`src/rtl/chan_bank_pkg.sv`:
```
package chan_bank_pkg;
  localparam int unsigned CODE_W = 3;

  typedef enum logic [CODE_W-1:0] {
    ACT_DRV0   = 3'b000,
    ACT_DRV1   = 3'b001,
    ACT_REL    = 3'b010,
    ACT_TST_HI = 3'b011,
    ACT_TST_LO = 3'b100,
    ACT_CLK    = 3'b101
  } act_e;

  function automatic logic act_is_test(logic [CODE_W-1:0] c);
    return (c == ACT_TST_HI) || (c == ACT_TST_LO);
  endfunction
endpackage

```
`src/rtl/chan_slice.sv`:
```
module chan_slice
  import chan_bank_pkg::*;
(
  input  logic              clk_i,
  input  logic              rst_ni,
  input  logic              load_i,
  input  logic [CODE_W-1:0] code_i,
  input  logic              run_i,
  input  logic              line_clk_i,
  input  logic              strobe_i,
  input  logic              pad_i,
  output logic              pad_o,
  output logic              oe_o,
  output logic              fail_o
);
  logic [CODE_W-1:0] code_q;

  always_ff @(posedge clk_i or negedge rst_ni) begin
    if (!rst_ni)     code_q <= ACT_REL;
    else if (load_i) code_q <= code_i;
  end

  always_comb begin
    pad_o = 1'b0;
    oe_o  = 1'b0;
    unique case (code_q)
      ACT_DRV0: begin pad_o = 1'b0;       oe_o = 1'b1; end
      ACT_DRV1: begin pad_o = 1'b1;       oe_o = 1'b1; end
      ACT_CLK:  begin pad_o = line_clk_i; oe_o = 1'b1; end
      default:  begin pad_o = 1'b0;       oe_o = 1'b0; end
    endcase
    if (!run_i) oe_o = 1'b0;
  end

  // expected-level compare, only at the strobe point of a running pattern
  always_comb begin
    fail_o = 1'b0;
    if (strobe_i && run_i) begin
      if (code_q == ACT_TST_HI) fail_o = ~pad_i;
      if (code_q == ACT_TST_LO) fail_o = pad_i;
    end
  end

  AST_TEST_RELEASED: assert property (@(posedge clk_i) disable iff (!rst_ni)
    load_i && act_is_test(code_i) |=> !oe_o);

  AST_CLK_FWD: assert property (@(posedge clk_i) disable iff (!rst_ni)
    load_i && run_i && code_i == ACT_CLK ##1 run_i |-> oe_o && pad_o == line_clk_i);

  AST_NO_FAIL_OFF_STROBE: assert property (@(posedge clk_i) disable iff (!rst_ni)
    !strobe_i |-> !fail_o);
endmodule

```
`src/rtl/fail_log.sv`:
```
module fail_log #(
  parameter int unsigned N_CH    = 16,
  parameter int unsigned GROUP_W = 8,
  localparam int unsigned N_GRP  = N_CH / GROUP_W
) (
  input  logic             clk_i,
  input  logic             rst_ni,
  input  logic [N_CH-1:0]  fail_i,
  input  logic             clr_i,
  output logic [N_CH-1:0]  sticky_o,
  output logic [N_GRP-1:0] grp_o
);
  logic [N_CH-1:0]  sticky_q;
  logic [N_GRP-1:0] grp_q;

  always_ff @(posedge clk_i or negedge rst_ni) begin
    if (!rst_ni)    sticky_q <= '0;
    else if (clr_i) sticky_q <= '0;
    else            sticky_q <= sticky_q | fail_i;
  end

  for (genvar g = 0; g < N_GRP; g++) begin : g_grp
    always_ff @(posedge clk_i or negedge rst_ni) begin
      if (!rst_ni) grp_q[g] <= 1'b0;
      else         grp_q[g] <= |fail_i[g*GROUP_W +: GROUP_W];
    end

    AST_GRP_CAUSE: assert property (@(posedge clk_i) disable iff (!rst_ni)
      grp_q[g] |-> $past(|fail_i[g*GROUP_W +: GROUP_W]));
  end

  assign sticky_o = sticky_q;
  assign grp_o    = grp_q;

  AST_STICKY_KEEP: assert property (@(posedge clk_i) disable iff (!rst_ni)
    !clr_i |=> (sticky_q & $past(sticky_q)) == $past(sticky_q));

  AST_CLR_WINS: assert property (@(posedge clk_i) disable iff (!rst_ni)
    clr_i |=> sticky_q == '0);
endmodule

```
`src/rtl/chan_bank.sv`:
```
module chan_bank
  import chan_bank_pkg::*;
#(
  parameter int unsigned N_CH    = 16,
  parameter int unsigned GROUP_W = 8,
  localparam int unsigned N_GRP  = N_CH / GROUP_W,
  localparam int unsigned CODE_BITS = N_CH * CODE_W
) (
  input  logic                 clk_i,
  input  logic                 rst_ni,
  input  logic                 run_i,
  input  logic                 step_load_i,
  input  logic [CODE_BITS-1:0] step_code_i,
  input  logic                 line_clk_i,
  input  logic                 strobe_i,
  input  logic [N_CH-1:0]      pad_i,
  input  logic                 clr_i,
  output logic [N_CH-1:0]      pad_o,
  output logic [N_CH-1:0]      pad_oe_o,
  output logic                 step_fail_o,
  output logic [N_GRP-1:0]     fail_grp_o,
  output logic [N_CH-1:0]      sticky_o
);
  logic [N_CH-1:0] fail_vec;

  for (genvar c = 0; c < N_CH; c++) begin : g_ch
    chan_slice i_slice (
      .clk_i      (clk_i),
      .rst_ni     (rst_ni),
      .load_i     (step_load_i),
      .code_i     (step_code_i[c*CODE_W +: CODE_W]),
      .run_i      (run_i),
      .line_clk_i (line_clk_i),
      .strobe_i   (strobe_i),
      .pad_i      (pad_i[c]),
      .pad_o      (pad_o[c]),
      .oe_o       (pad_oe_o[c]),
      .fail_o     (fail_vec[c])
    );
  end

  assign step_fail_o = |fail_vec;

  fail_log #(.N_CH(N_CH), .GROUP_W(GROUP_W)) i_log (
    .clk_i    (clk_i),
    .rst_ni   (rst_ni),
    .fail_i   (fail_vec),
    .clr_i    (clr_i),
    .sticky_o (sticky_o),
    .grp_o    (fail_grp_o)
  );

  AST_IDLE_RELEASE: assert property (@(posedge clk_i) disable iff (!rst_ni)
    !run_i |-> pad_oe_o == '0);

  AST_FAIL_NEEDS_RUN: assert property (@(posedge clk_i) disable iff (!rst_ni)
    step_fail_o |-> strobe_i && run_i);

  AST_GRP_IMPLIES_LOG: assert property (@(posedge clk_i) disable iff (!rst_ni)
    (|fail_grp_o) && !$past(clr_i) |-> sticky_o != '0);
endmodule

```
`config.mk`:
```
export PLATFORM = sky130hd
export DESIGN_NAME = chan_bank
export DESIGN_NICKNAME = d
export VERILOG_FILES = /design/src/rtl/chan_bank_pkg.sv /design/src/rtl/chan_slice.sv /design/src/rtl/fail_log.sv /design/src/rtl/chan_bank.sv
export SDC_FILE = /design/constraint.sdc
export NUM_CORES = 1
export LEC_CHECK = 0
export ABC_AREA = 0
export BUFFER_PORTS_ARGS = -buffer_cell sky130_fd_sc_hd__buf_4
export CAP_MARGIN = 10
export CORE_MARGIN = 2
export CORE_UTILIZATION = 51
export DETAILED_ROUTE_END_ITERATION = 10
export GPL_TIMING_DRIVEN = 0
export PLACE_DENSITY = 0.78
export SLEW_MARGIN = 20
export SYNTH_ARGS = -nofsm -noshare
export SYNTH_HDL_FRONTEND = slang
export SYNTH_SLANG_ARGS = --single-unit
```
`constraint.sdc`:
```
create_clock -name clk_i -period 2.17 [get_ports clk_i]
set_clock_uncertainty 0.2 [all_clocks]
set_input_delay 0.1085 -clock clk_i [delete_from_list [all_inputs] [get_ports clk_i]]
set_output_delay 0.1085 -clock clk_i [all_outputs]
set_load 0.02 [all_outputs]
```
=== After elaboration in Yosys (flattened, before gate mapping) ===
Index checks and enable logic that the tools add are counted.

* Bitwise operators: 17
* Equality and inequality tests: 64
* Mux-type cells: 97
* Reductions and logical operators: 36

{| class="wikitable"
|+ Operator list
! kind !! count
|-
| $eq 3x3->1 const B || 32
|-
| $mux 1 || 80
|-
| $eq 3x1->1 const B || 16
|-
| $eq 3x2->1 const B || 16
|-
| $logic_not 3->1 || 16
|-
| $reduce_or 3->1 || 16
|-
| $pmux 1 s2 || 16
|-
| $mux 16 || 1
|-
| $not 1->1 || 16
|-
| $or 16x16->16 || 1
|-
| $reduce_or 16->1 || 1
|-
| $reduce_or 8->1 || 2
|-
| $logic_and 1x1->1 || 1
|}

* Input port bits: 71
* Output and inout port bits: 51
* Flip-flop bits (word level): 66
* Logic and storage cells: 233

=== Longest topological paths before layout ===
Gate-level depths: netlist of the first run.

* Depth after elaboration: 6
* Depth in mapped cells: 6
* Gate-level depth less buffers: 4

=== By module ===
A second synthesis of the first run with hierarchy kept.

* Cell total of the unflattened synthesis: 271
* Area total of the unflattened synthesis: 3468.3 sq um

{| class="wikitable"
|+ By module, submodules not included
! module !! times used !! area an instance (sq um) !! cells an instance !! seq. area each (sq um)
|-
| chan_slice at g_ch[10].i_slice ... || 15 || 175.2 || 13 || 76.3
|-
| fail_log || 1 || 636.9 || 58 || 450.4
|-
| chan_slice at g_ch[0].i_slice || 1 || 172.7 || 13 || 76.3
|-
| chan_bank || 1 || 31.3 || 5 || 0.0
|}

=== Worst setup path before layout of the first run ===
OpenSTA, ideal clock, no wires.

* Kind: register to output
* Start point: register g_ch[8].i_slice.code_q[1]
* End point: output port step_fail_o
* Stages on the path, launching flop included: 5
* Data arrival time: 1483 ps
* Path buffers: 0
* Path slack: 379 ps
* Path through: dfstp_2 -> and4bb_1 -> o41ai_2 -> nand4_1 -> or2_1

* Longest elaborated chain between the ends: 5
* Elaborated cells between the ends (all ways): 6
* Those cells by class: eq/ne: 2; mux: 3; reduce/logical: 1

{| class="wikitable"
|+ RTL lines
! what !! line !! text
|-
| start, declared || chan_slice.sv:16 || <nowiki>logic [CODE_W-1:0] code_q;</nowiki>
|-
| start signal, assigned || chan_slice.sv:20 || <nowiki>else if (load_i) code_q <= code_i;</nowiki>
|-
| $eq 3x2->1 || chan_slice.sv:39 || <nowiki>if (code_q == ACT_TST_HI) fail_o = ~pad_i;</nowiki>
|-
| $mux 1 || chan_slice.sv:39 ||
|-
| $mux 1 (*) || chan_slice.sv:40 || <nowiki>if (code_q == ACT_TST_LO) fail_o = pad_i;</nowiki>
|-
| $mux 1 (*) || chan_slice.sv:38 || <nowiki>if (strobe_i && run_i) begin</nowiki>
|-
| $reduce_or 16->1 (*) || chan_bank.sv:42 || <nowiki>assign step_fail_o = |fail_vec;</nowiki>
|-
| end, declared || chan_bank.sv:20 || <nowiki>output logic step_fail_o,</nowiki>
|}

Every way passes the cells marked *; elsewhere a longest branch is shown, timed or not.

=== Worst setup path after layout of the first run ===
* Start point: register g_ch[6].i_slice.code_q[1]
* End point: output port step_fail_o

* Longest elaborated chain between the ends: 5
* Elaborated cells between the ends (all ways): 6
* Those cells by class: eq/ne: 2; mux: 3; reduce/logical: 1

{| class="wikitable"
|+ RTL lines
! what !! line
|-
| start, declared || chan_slice.sv:16
|-
| start signal, assigned || chan_slice.sv:20
|-
| $eq 3x2->1 || chan_slice.sv:39
|-
| $mux 1 || chan_slice.sv:39
|-
| $mux 1 (*) || chan_slice.sv:40
|-
| $mux 1 (*) || chan_slice.sv:38
|-
| $reduce_or 16->1 (*) || chan_bank.sv:42
|}

Marked as above.

==> results of run 1 <==
==> per-stage QoR <==
stage	hold WS [ns]	area [µm²]	utilization [%]	instances
after floorplan	-0.387	3670	-	314
after global placement	0.0608	4680	68.2	529
after detailed placement	0.0578	4680	68.2	529
after CTS	0.00417	5510	80.2	605
after global routing	0.0138	5530	80.4	605
final	-0.00473	5530	80.4	605
==> state kept, by name, indices dropped and copies added, names as in the netlist <==
signal / cells
i_log.sticky_o: 16
g_ch.i_slice.code_q: 48
i_log.grp_o: 2
==> final cells by class <==
cell class / instances / area share (%)
Buffer: 44 / 5.39
Tap cell: 96 / 2.17
Clock buffer: 14 / 2.76
Timing Repair Buffer: 179 / 26.9
Inverter: 16 / 1.09
Sequential cell: 66 / 30.3
Multi-Input combinational cell: 188 / 30.3
Clock inverter: 2 / 1.09
==> worst max-delay path: stages, from the launching register on <==
cell	delay, ns
dfstp_2	0.54
and4bb_2	0.26
o41ai_4	0.36
nand4_1	0.15
or2_1	0.27
buf_6	0.14
==> power by group <==
| part | internal [µW] | total, µW | switching (µW) |
|---|---|---|---|
| Sequential | 1360 | 1470 | 109 |
| Clock | 681 | 1130 | 449 |
| Combinational | 508 | 867 | 359 |
==> placed cells by master (no fill, tap or decap), types with 14 or more instances in the layout <==
cell,Yosys,layout
nor2b_1,31,31
o21ai_0,16,16
dfstp_2,16,16
dlygate4sd3_1,0,56
dfrtp_1,50,50
a21oi_1,16,16
nor3b_1,32,32
buf_4,32,154
mux2_2,48,48
inv_1,16,16
nor4bb_1,15,14
==> repair_timing <==
item	in CTS	in global routing
setup endpoints to repair	1	1
hold endpoints to repair	107	0
pin swaps	9	0
hold buffers	56	0
setup buffers	4	0
gates resized for setup	3	2
==> cell families after synthesis <==
family | count (synthesis)
buffers and inverters | 60
multiplexers | 48
AND/OR/NAND/NOR | 100
flip-flops | 66
AO/OA/AOI/OAI | 40
==> path summary, 6_finish.rpt <==
check | from | end | slack [ns] | depth (start not counted)
setup / recovery | g_ch[6].i_slice.code_q[1] | step_fail_o | -0.21 | 5
hold / removal | pad_i[12] | i_log.sticky_o[12] | -0.005 | 4
setup reg to reg | g_ch[9].i_slice.code_q[1] | i_log.sticky_o[9] | 0.23 | 4
hold reg to reg | i_log.sticky_o[3] | i_log.sticky_o[3] | 0.33 | 2
max in group asynchronous | rst_ni | i_log.sticky_o[1] | 1.01 | 2
min in group asynchronous | rst_ni | g_ch[6].i_slice.code_q[0] | 0.20 | 2
==> per-layer routing <==
metal	vias up	global-route usage, %	part of all wire, %
met1	1574	34.6	42
met5	-	0	0
met2	121	49.0	51
li1	1482	-	-
met4	0	11.4	2.1
met3	17	4.85	5.3
==> flow_summary.yaml, run 1 <==
yosys:
  yosysMostFrequentCell: "dfrtp_1"
  synth-adder-area-share_pct: 0
  ys_ff_latch: 66
  synthTopCellsByCount: "dfrtp_1 (50), mux2_2 (48), buf_4 (32), nor3b_1 (32), nor2b_1 (31)"
  ys_types: 22
  seq_area_frac_synth_pct: 45.6
  async_flop_share_pct: 100
  synth_area_leaders: "dfrtp_1 (34%), mux2_2 (15%), dfstp_2 (11%)"
  synth_xor_area_share_pct: 0
  synth_top_family_by_area: "simple AND/OR/NAND/NOR gates"
  syn_avg_cell_area_um2: 11.7
  synthMuxAreaShare_pct: 14.7
  synth_compound_area_share_pct: 7.30
  yosys_warnings: 0
  synth_top_area_cell: "dfrtp_1"
  synth_edf_count: 0
  synth_top_area_share_pct: 34.1
  netlist_area_mm2: 0.00367
  synth-simple-area-share_pct: 22.6
  synth_cells: 314
  syn_nets: 385
  yosys_most_used_dff: "dfrtp_1"
die:
  rows: 30
  die_x_um: 88.8
  start_util_pct: 53.4
  core_mm2: 0.00687
  die_h_um: 88.8
  pin_count: 122
  dieArea_mm2: 0.00789
pwr:
  p_per_area_mw_per_mm2: 627
  p_leak_uw: 0.00250
  total_power_uw: 3470
  ir_drop_uv: 396
global_routing:
  grt_overflow: 0
  grt_usage_pct: 28.1
  grt_pass1_wl_um: 16400
  antenna_found_initial: 0
  grt_max_degree: 67
  grt_pass1_vias: 3285
detailed_routing:
  drc: 0
  wire_per_inst_um: 17.8
  viasPerCell: 5.28
  num_vias: 3194
  drtIter0Drc: 102
  ant_nets: 0
  firstDrtPassIters: 4
  drt_wl_total_um: 10700
timing:
  final.setup.tns_ns: -0.207
  fin_crit_sh_pct: 110
  fin_ws_ns: -0.207
  max_slew.worst_pin.slew_ns: 0.837
  finalSetupViolations: 1
  fin_hold_ws_ns: -0.00473
  max_freq_mhz: 421
  finalCriticalPeriod_ns: 2.38
  slew_viol_final: 0
  slew_headroom_pct: 44.2
  timing.final.hold_violations: 2
  rsz0062_at_grt: "yes"
clocking:
  cts-root-buf: "clkbuf_8"
  clk_pin_slew_worst_paths_ns: 0.07
  cts_tree: "built"
  cts_num_sinks: 66
  h-tree-depth: 3
  clk_path_buf_depth: 2
  cts_made_buffers: 9
  clock_latency_ns: 0.34
critical_path:
  crit_path_end_kind: "output pin"
  cp.arrival_ns: 2.07
  critical_path_class: "reg2out"
  crit_path_max_fanout: 3
  cp-start-kind: "register"
  required_ns: 1.86
job:
  max-cap-violations: 0
cells_and_area:
  drive_gt1_share_pct: 49.3
  ff_latch_area_mm2: 0.00167
  multiInputGateArea_mm2: 0.00168
  final.fill_count: 460
  synthToLayoutAreaGrowth_pct: 50.6
  layout.nets: 575
  diodes: 0
placement:
  place_congestion: 0.778
  numPortBuffers: 119
  dp_hpwl_um: 6680
  post-place-ws_ns: 0.0798
run_status:
  violations: "hold timing, setup timing"
  outcome: "complete, but fails checks"
min_path:
  worst_hold_path_type: "in2reg"
(Power assumes the default switching activity.)
==> run 2: changes to the inputs <==
- CELL_PAD_IN_SITES_DETAIL_PLACEMENT: unset -> 2
- CELL_PAD_IN_SITES_GLOBAL_PLACEMENT: unset -> 2
- CORE_UTILIZATION: 51 -> 32
==> run 2 against run 1 <==
Via count grew 0.97%; power grew 8.0%; clock-buffer cell count grew 2; the flow finishes with violations (setup timing); non-clock buffer count shrank 3.
==> flow_summary.yaml, run 2 (synthesis results as in run 1) <==
timing:
  timing.final.hold_violations: 0
  slew_headroom_pct: 40.7
  max_slew.worst_pin.slew_ns: 0.890
  final.setup.tns_ns: -0.250
  rsz0062_at_grt: "yes"
  fin_ws_ns: -0.250
  slew_viol_final: 0
  fin_hold_ws_ns: 0.0327
  finalCriticalPeriod_ns: 2.42
  finalSetupViolations: 1
  fin_crit_sh_pct: 112
  max_freq_mhz: 413
clocking:
  cts_tree: "built"
  clk_path_buf_depth: 2
  cts-root-buf: "clkbuf_16"
  h-tree-depth: 3
  cts_num_sinks: 66
  clk_pin_slew_worst_paths_ns: 0.05
  clock_latency_ns: 0.33
  cts_made_buffers: 9
detailed_routing:
  wl_met2_um: 7840
  drt_wl_total_um: 13900
  routed.top_layer: "met4"
  wire_per_inst_um: 21.4
  num_vias: 3225
  firstDrtPassIters: 4
  route.met3.wl_um: 335
  viasPerCell: 4.97
  ant_nets: 0
  drt-met1-wl_um: 5580
  drc: 0
  drtIter0Drc: 79
min_path:
  worst_hold_path_type: "in2reg"
cells_and_area:
  final_area_mm2: 0.00564
  largest_reg_flops: 48
  final.fill_count: 1162
  diodes: 0
  layout_commonest_cell: "buf_4"
  drive_gt1_share_pct: 49.8
  utilization_pct: 49.9
  layout.nets: 572
  synthToLayoutAreaGrowth_pct: 53.9
  max_flop_register: "g_ch.i_slice.code_q"
  mostFrequentLayoutCells: "buf_4 (153), dlygate4sd3_1 (54), dfrtp_1 (50)"
die:
  start_util_pct: 32.4
  pin_count: 122
  die_h_um: 111
  core_mm2: 0.0113
  die_x_um: 111
  dieArea_mm2: 0.0123
  rows: 39
critical_path:
  critical_path_class: "reg2out"
  cp-start-kind: "register"
  cp.arrival_ns: 2.11
  crit_path_max_fanout: 3
  crit_path_end_kind: "output pin"
  required_ns: 1.86
placement:
  numPortBuffers: 119
  dp_hpwl_um: 8560
  placed_area_mm2: 0.00474
  post-place-ws_ns: -0.0123
  place_congestion: 0.786
job:
  max-cap-violations: 0
pwr:
  p_leak_uw: 0.00254
  p_per_area_mw_per_mm2: 664
  ir_drop_uv: 322
global_routing:
  grt_pass1_wl_um: 21500
  grt_usage_pct: 22.7
  grt_max_degree: 67
  grt_pass1_vias: 3758
  grt_overflow: 0
  antenna_found_initial: 0
run_status:
  violations: "setup timing"
  outcome: "complete, but fails checks"
==> run 2: cell types whose count changed in the layout (fill, tap and decap cells not counted), sizes merged <==
cell | previous run | this run
dlygate4sd3 | 56 | 54
bufinv | 2 | 0
clkbuf | 20 | 22
buf | 161 | 160
==> run 2: what timing repair did <==
item | in CTS | in global routing
hold buffers | 54 | 0
endpoints found under the hold margin | 103 | 0
cloned | 0 | 0
setup endpoints to repair | 1 | 2
buffers inserted | 2 | 1
gates resized for setup | 3 | 6
pin swaps | 5 | 4
==> run 2: where the power goes <==
group | switching [µW] | internal, µW | total [µW]
Sequential | 123 | 1360 | 1490
Clock | 528 | 839 | 1370
Combinational | 384 | 509 | 893
Total | 1040 | 2710 | 3750
==> run 2: critical path, stage by stage, from the launching register on <==
cell and delay [ns]:
dfstp_2 0.55, and4bb_1 0.24, o41ai_2 0.30, nand4_1 0.24
or2_1 0.30, buf_6 0.14
==> run 2: layout make-up <==
| class | count | area, µm² | share of cell area, % |
|---|---|---|---|
| sequential | 66 | 1670 | 29.6 |
| multi-input combinational | 188 | 1700 | 30.2 |
| buffer | 44 | 298 | 5.28 |
| tap | 143 | 179 | 3.17 |
| inverter | 16 | 60.1 | 1.06 |
| timing repair buffer | 176 | 1460 | 25.9 |
| clock buffer | 16 | 272 | 4.81 |
==> run 2: path summary, 6_finish.rpt <==
kind,from,endpoint,slack (ns),depth (start not counted)
max,g_ch[8].i_slice.code_q[1],step_fail_o,-0.25,5
min reg2reg,i_log.sticky_o[14],i_log.sticky_o[14],0.32,2
min in group asynchronous,rst_ni,g_ch[14].i_slice.code_q[2],0.23,2
max reg2reg,g_ch[12].i_slice.code_q[2],i_log.sticky_o[12],0.01,4
max in group asynchronous,rst_ni,g_ch[4].i_slice.code_q[2],0.93,2
min,pad_i[15],i_log.sticky_o[15],0.03,4
==> run 2: layer usage <==
| layer | vias to the layer above | GRT usage, % |
|---|---|---|
| li1 | 1476 | - |
| met1 | 1662 | 26.1 |
| met2 | 76 | 44.0 |
| met3 | 11 | 2.68 |
| met4 | 0 | 6.50 |
| met5 | - | 0 |
==> run 2: per-stage QoR <==
step           power (µW)  cells
2_1_floorplan        1910    314
3_3_place_gp         2230    576
3_5_place_dp         2270    576
4_1_cts              3730    648
5_1_grt              3890    649
6_report             3750    649
==> run 3: changes to the inputs <==
- RECOVER_POWER: unset -> 100
==> run 3 against run 2 <==
Global-route usage unchanged; the flow still finishes with violations (setup timing); wire length down 0.24%; power shrank 0.13%; design area unchanged.
==> flow_summary.yaml, run 3 (synthesis results as in run 1) <==
cells_and_area:
  mostFrequentLayoutCells: "buf_4 (144), dlygate4sd3_1 (54), dfrtp_1 (50)"
  synthToLayoutAreaGrowth_pct: 53.9
  multiInputGateArea_mm2: 0.00170
  fin_cells: 649
  diodes: 0
  final_area_mm2: 0.00564
  layout_commonest_cell: "buf_4"
  drive_gt1_share_pct: 49.6
  ff_latch_area_mm2: 0.00167
  largest_reg_flops: 48
  final.fill_count: 1162
  max_flop_register: "g_ch.i_slice.code_q"
  layout.nets: 572
global_routing:
  grt_max_degree: 67
  grt_pass1_vias: 3758
  antenna_found_initial: 0
  grt_usage_pct: 22.7
  grt_pass1_wl_um: 21500
  grt_overflow: 0
detailed_routing:
  drc: 0
  wire_per_inst_um: 21.4
  firstDrtPassIters: 4
  drtIter0Drc: 71
  drt_wl_total_um: 13900
  viasPerCell: 4.98
  ant_nets: 0
  num_vias: 3229
timing:
  finalCriticalPeriod_ns: 2.42
  finalSetupViolations: 1
  fin_ws_ns: -0.254
  max_freq_mhz: 412
  max_slew.worst_pin.slew_ns: 0.889
  slew_headroom_pct: 40.8
  fin_crit_sh_pct: 112
  rsz0062_at_grt: "yes"
  fin_hold_ws_ns: 0.0345
  slew_viol_final: 0
  timing.final.hold_violations: 0
die:
  die_h_um: 111
  start_util_pct: 32.4
  pin_count: 122
  die_x_um: 111
  core_mm2: 0.0113
  rows: 39
  dieArea_mm2: 0.0123
pwr:
  p_per_area_mw_per_mm2: 663
  p_leak_uw: 0.00253
  ir_drop_uv: 322
job:
  max-cap-violations: 0
critical_path:
  crit_path_end_kind: "output pin"
  cp.arrival_ns: 2.12
  critical_path_class: "reg2out"
  cp-start-kind: "register"
  r2r_start: "g_ch[12].i_slice.code_q[2]"
  r2r_setup_slack_ns: 0.01
  crit_path_max_fanout: 3
  timing.rr.end: "i_log.sticky_o[12]"
  reg2regPathDepth: 4
  required_ns: 1.86
placement:
  dp_hpwl_um: 8560
  placed_area_mm2: 0.00474
  place_congestion: 0.786
  post-place-ws_ns: -0.0123
  numPortBuffers: 119
  placed_cells: 576
clocking:
  cts_made_buffers: 9
  clk_pin_slew_worst_paths_ns: 0.05
  cts_tree: "built"
  cts_num_sinks: 66
  clock_latency_ns: 0.33
  h-tree-depth: 3
  cts-root-buf: "clkbuf_16"
  clk_path_buf_depth: 2
run_status:
  violations: "setup timing"
  outcome: "complete, but fails checks"
min_path:
  worst_hold_path_type: "in2reg"
  hold_depth: 4
  hold_end: "i_log.sticky_o[15]"
  min_from: "pad_i[15]"
==> run 3: area by class of cell <==
cell class,count,share of cell area (%)
repair buffers,176,25.9
multi-input cells,188,30.2
clock buffers,16,4.81
plain buffers,44,5.28
flip-flops and latches,66,29.6
well taps,143,3.17
inverters,16,1.06
==> run 3: worst max-delay path: stages (launching register included) <==
cell      delay [ns]
dfstp_2         0.55
and4bb_1        0.24
o41ai_2         0.30
nand4_1         0.25
or2_1           0.30
buf_6           0.14
==> run 3: worst max path at each step <==
stage,from,slack (ns),end
floorplan,g_ch[8].i_slice.code_q[1],0.38,step_fail_o
global placement,g_ch[8].i_slice.code_q[1],0.06,step_fail_o
detailed placement,g_ch[8].i_slice.code_q[1],-0.01,step_fail_o
CTS,g_ch[13].i_slice.code_q[1],-0.25,step_fail_o
global route,g_ch[13].i_slice.code_q[1],-0.31,step_fail_o
finish,g_ch[8].i_slice.code_q[1],-0.25,step_fail_o
==> run 3: per-stage QoR <==
| stage | util (%) | total power, µW | TNS (ns) |
|---|---|---|---|
| final | 49.9 | 3740 | -0.254 |
| after global routing | 49.9 | 3890 | -0.365 |
| after CTS | 49.4 | 3730 | -0.252 |
| after detailed placement | 41.9 | 2270 | -0.0123 |
| after global placement | 41.9 | 2230 | 0 |
| after floorplan | - | 1910 | 0 |
==> run 3: repair_timing <==
action                     in CTS  in global routing
gates resized for setup         3                  6
hold endpoints to repair      103                  0
pin swaps                       5                  4
hold buffers                   54                  0
setup endpoints to repair       1                  2
setup buffers                   2                  1
==> run 3: metal layers <==
| metal | GRT usage (%) | vias to the layer above | part of all wire [%] |
|---|---|---|---|
| li1 | - | 1477 | - |
| met1 | 26.1 | 1665 | 40 |
| met2 | 44.0 | 74 | 56 |
| met3 | 2.68 | 13 | 2.5 |
| met4 | 6.50 | 0 | 1.3 |
| met5 | 0 | - | 0 |
==> run 3: power breakdown <==
part	internal, µW	leakage [µW]	switching [µW]
sequential	1360	0.000790	123
combinational	508	0.00161	383
clock	839	0.000131	526
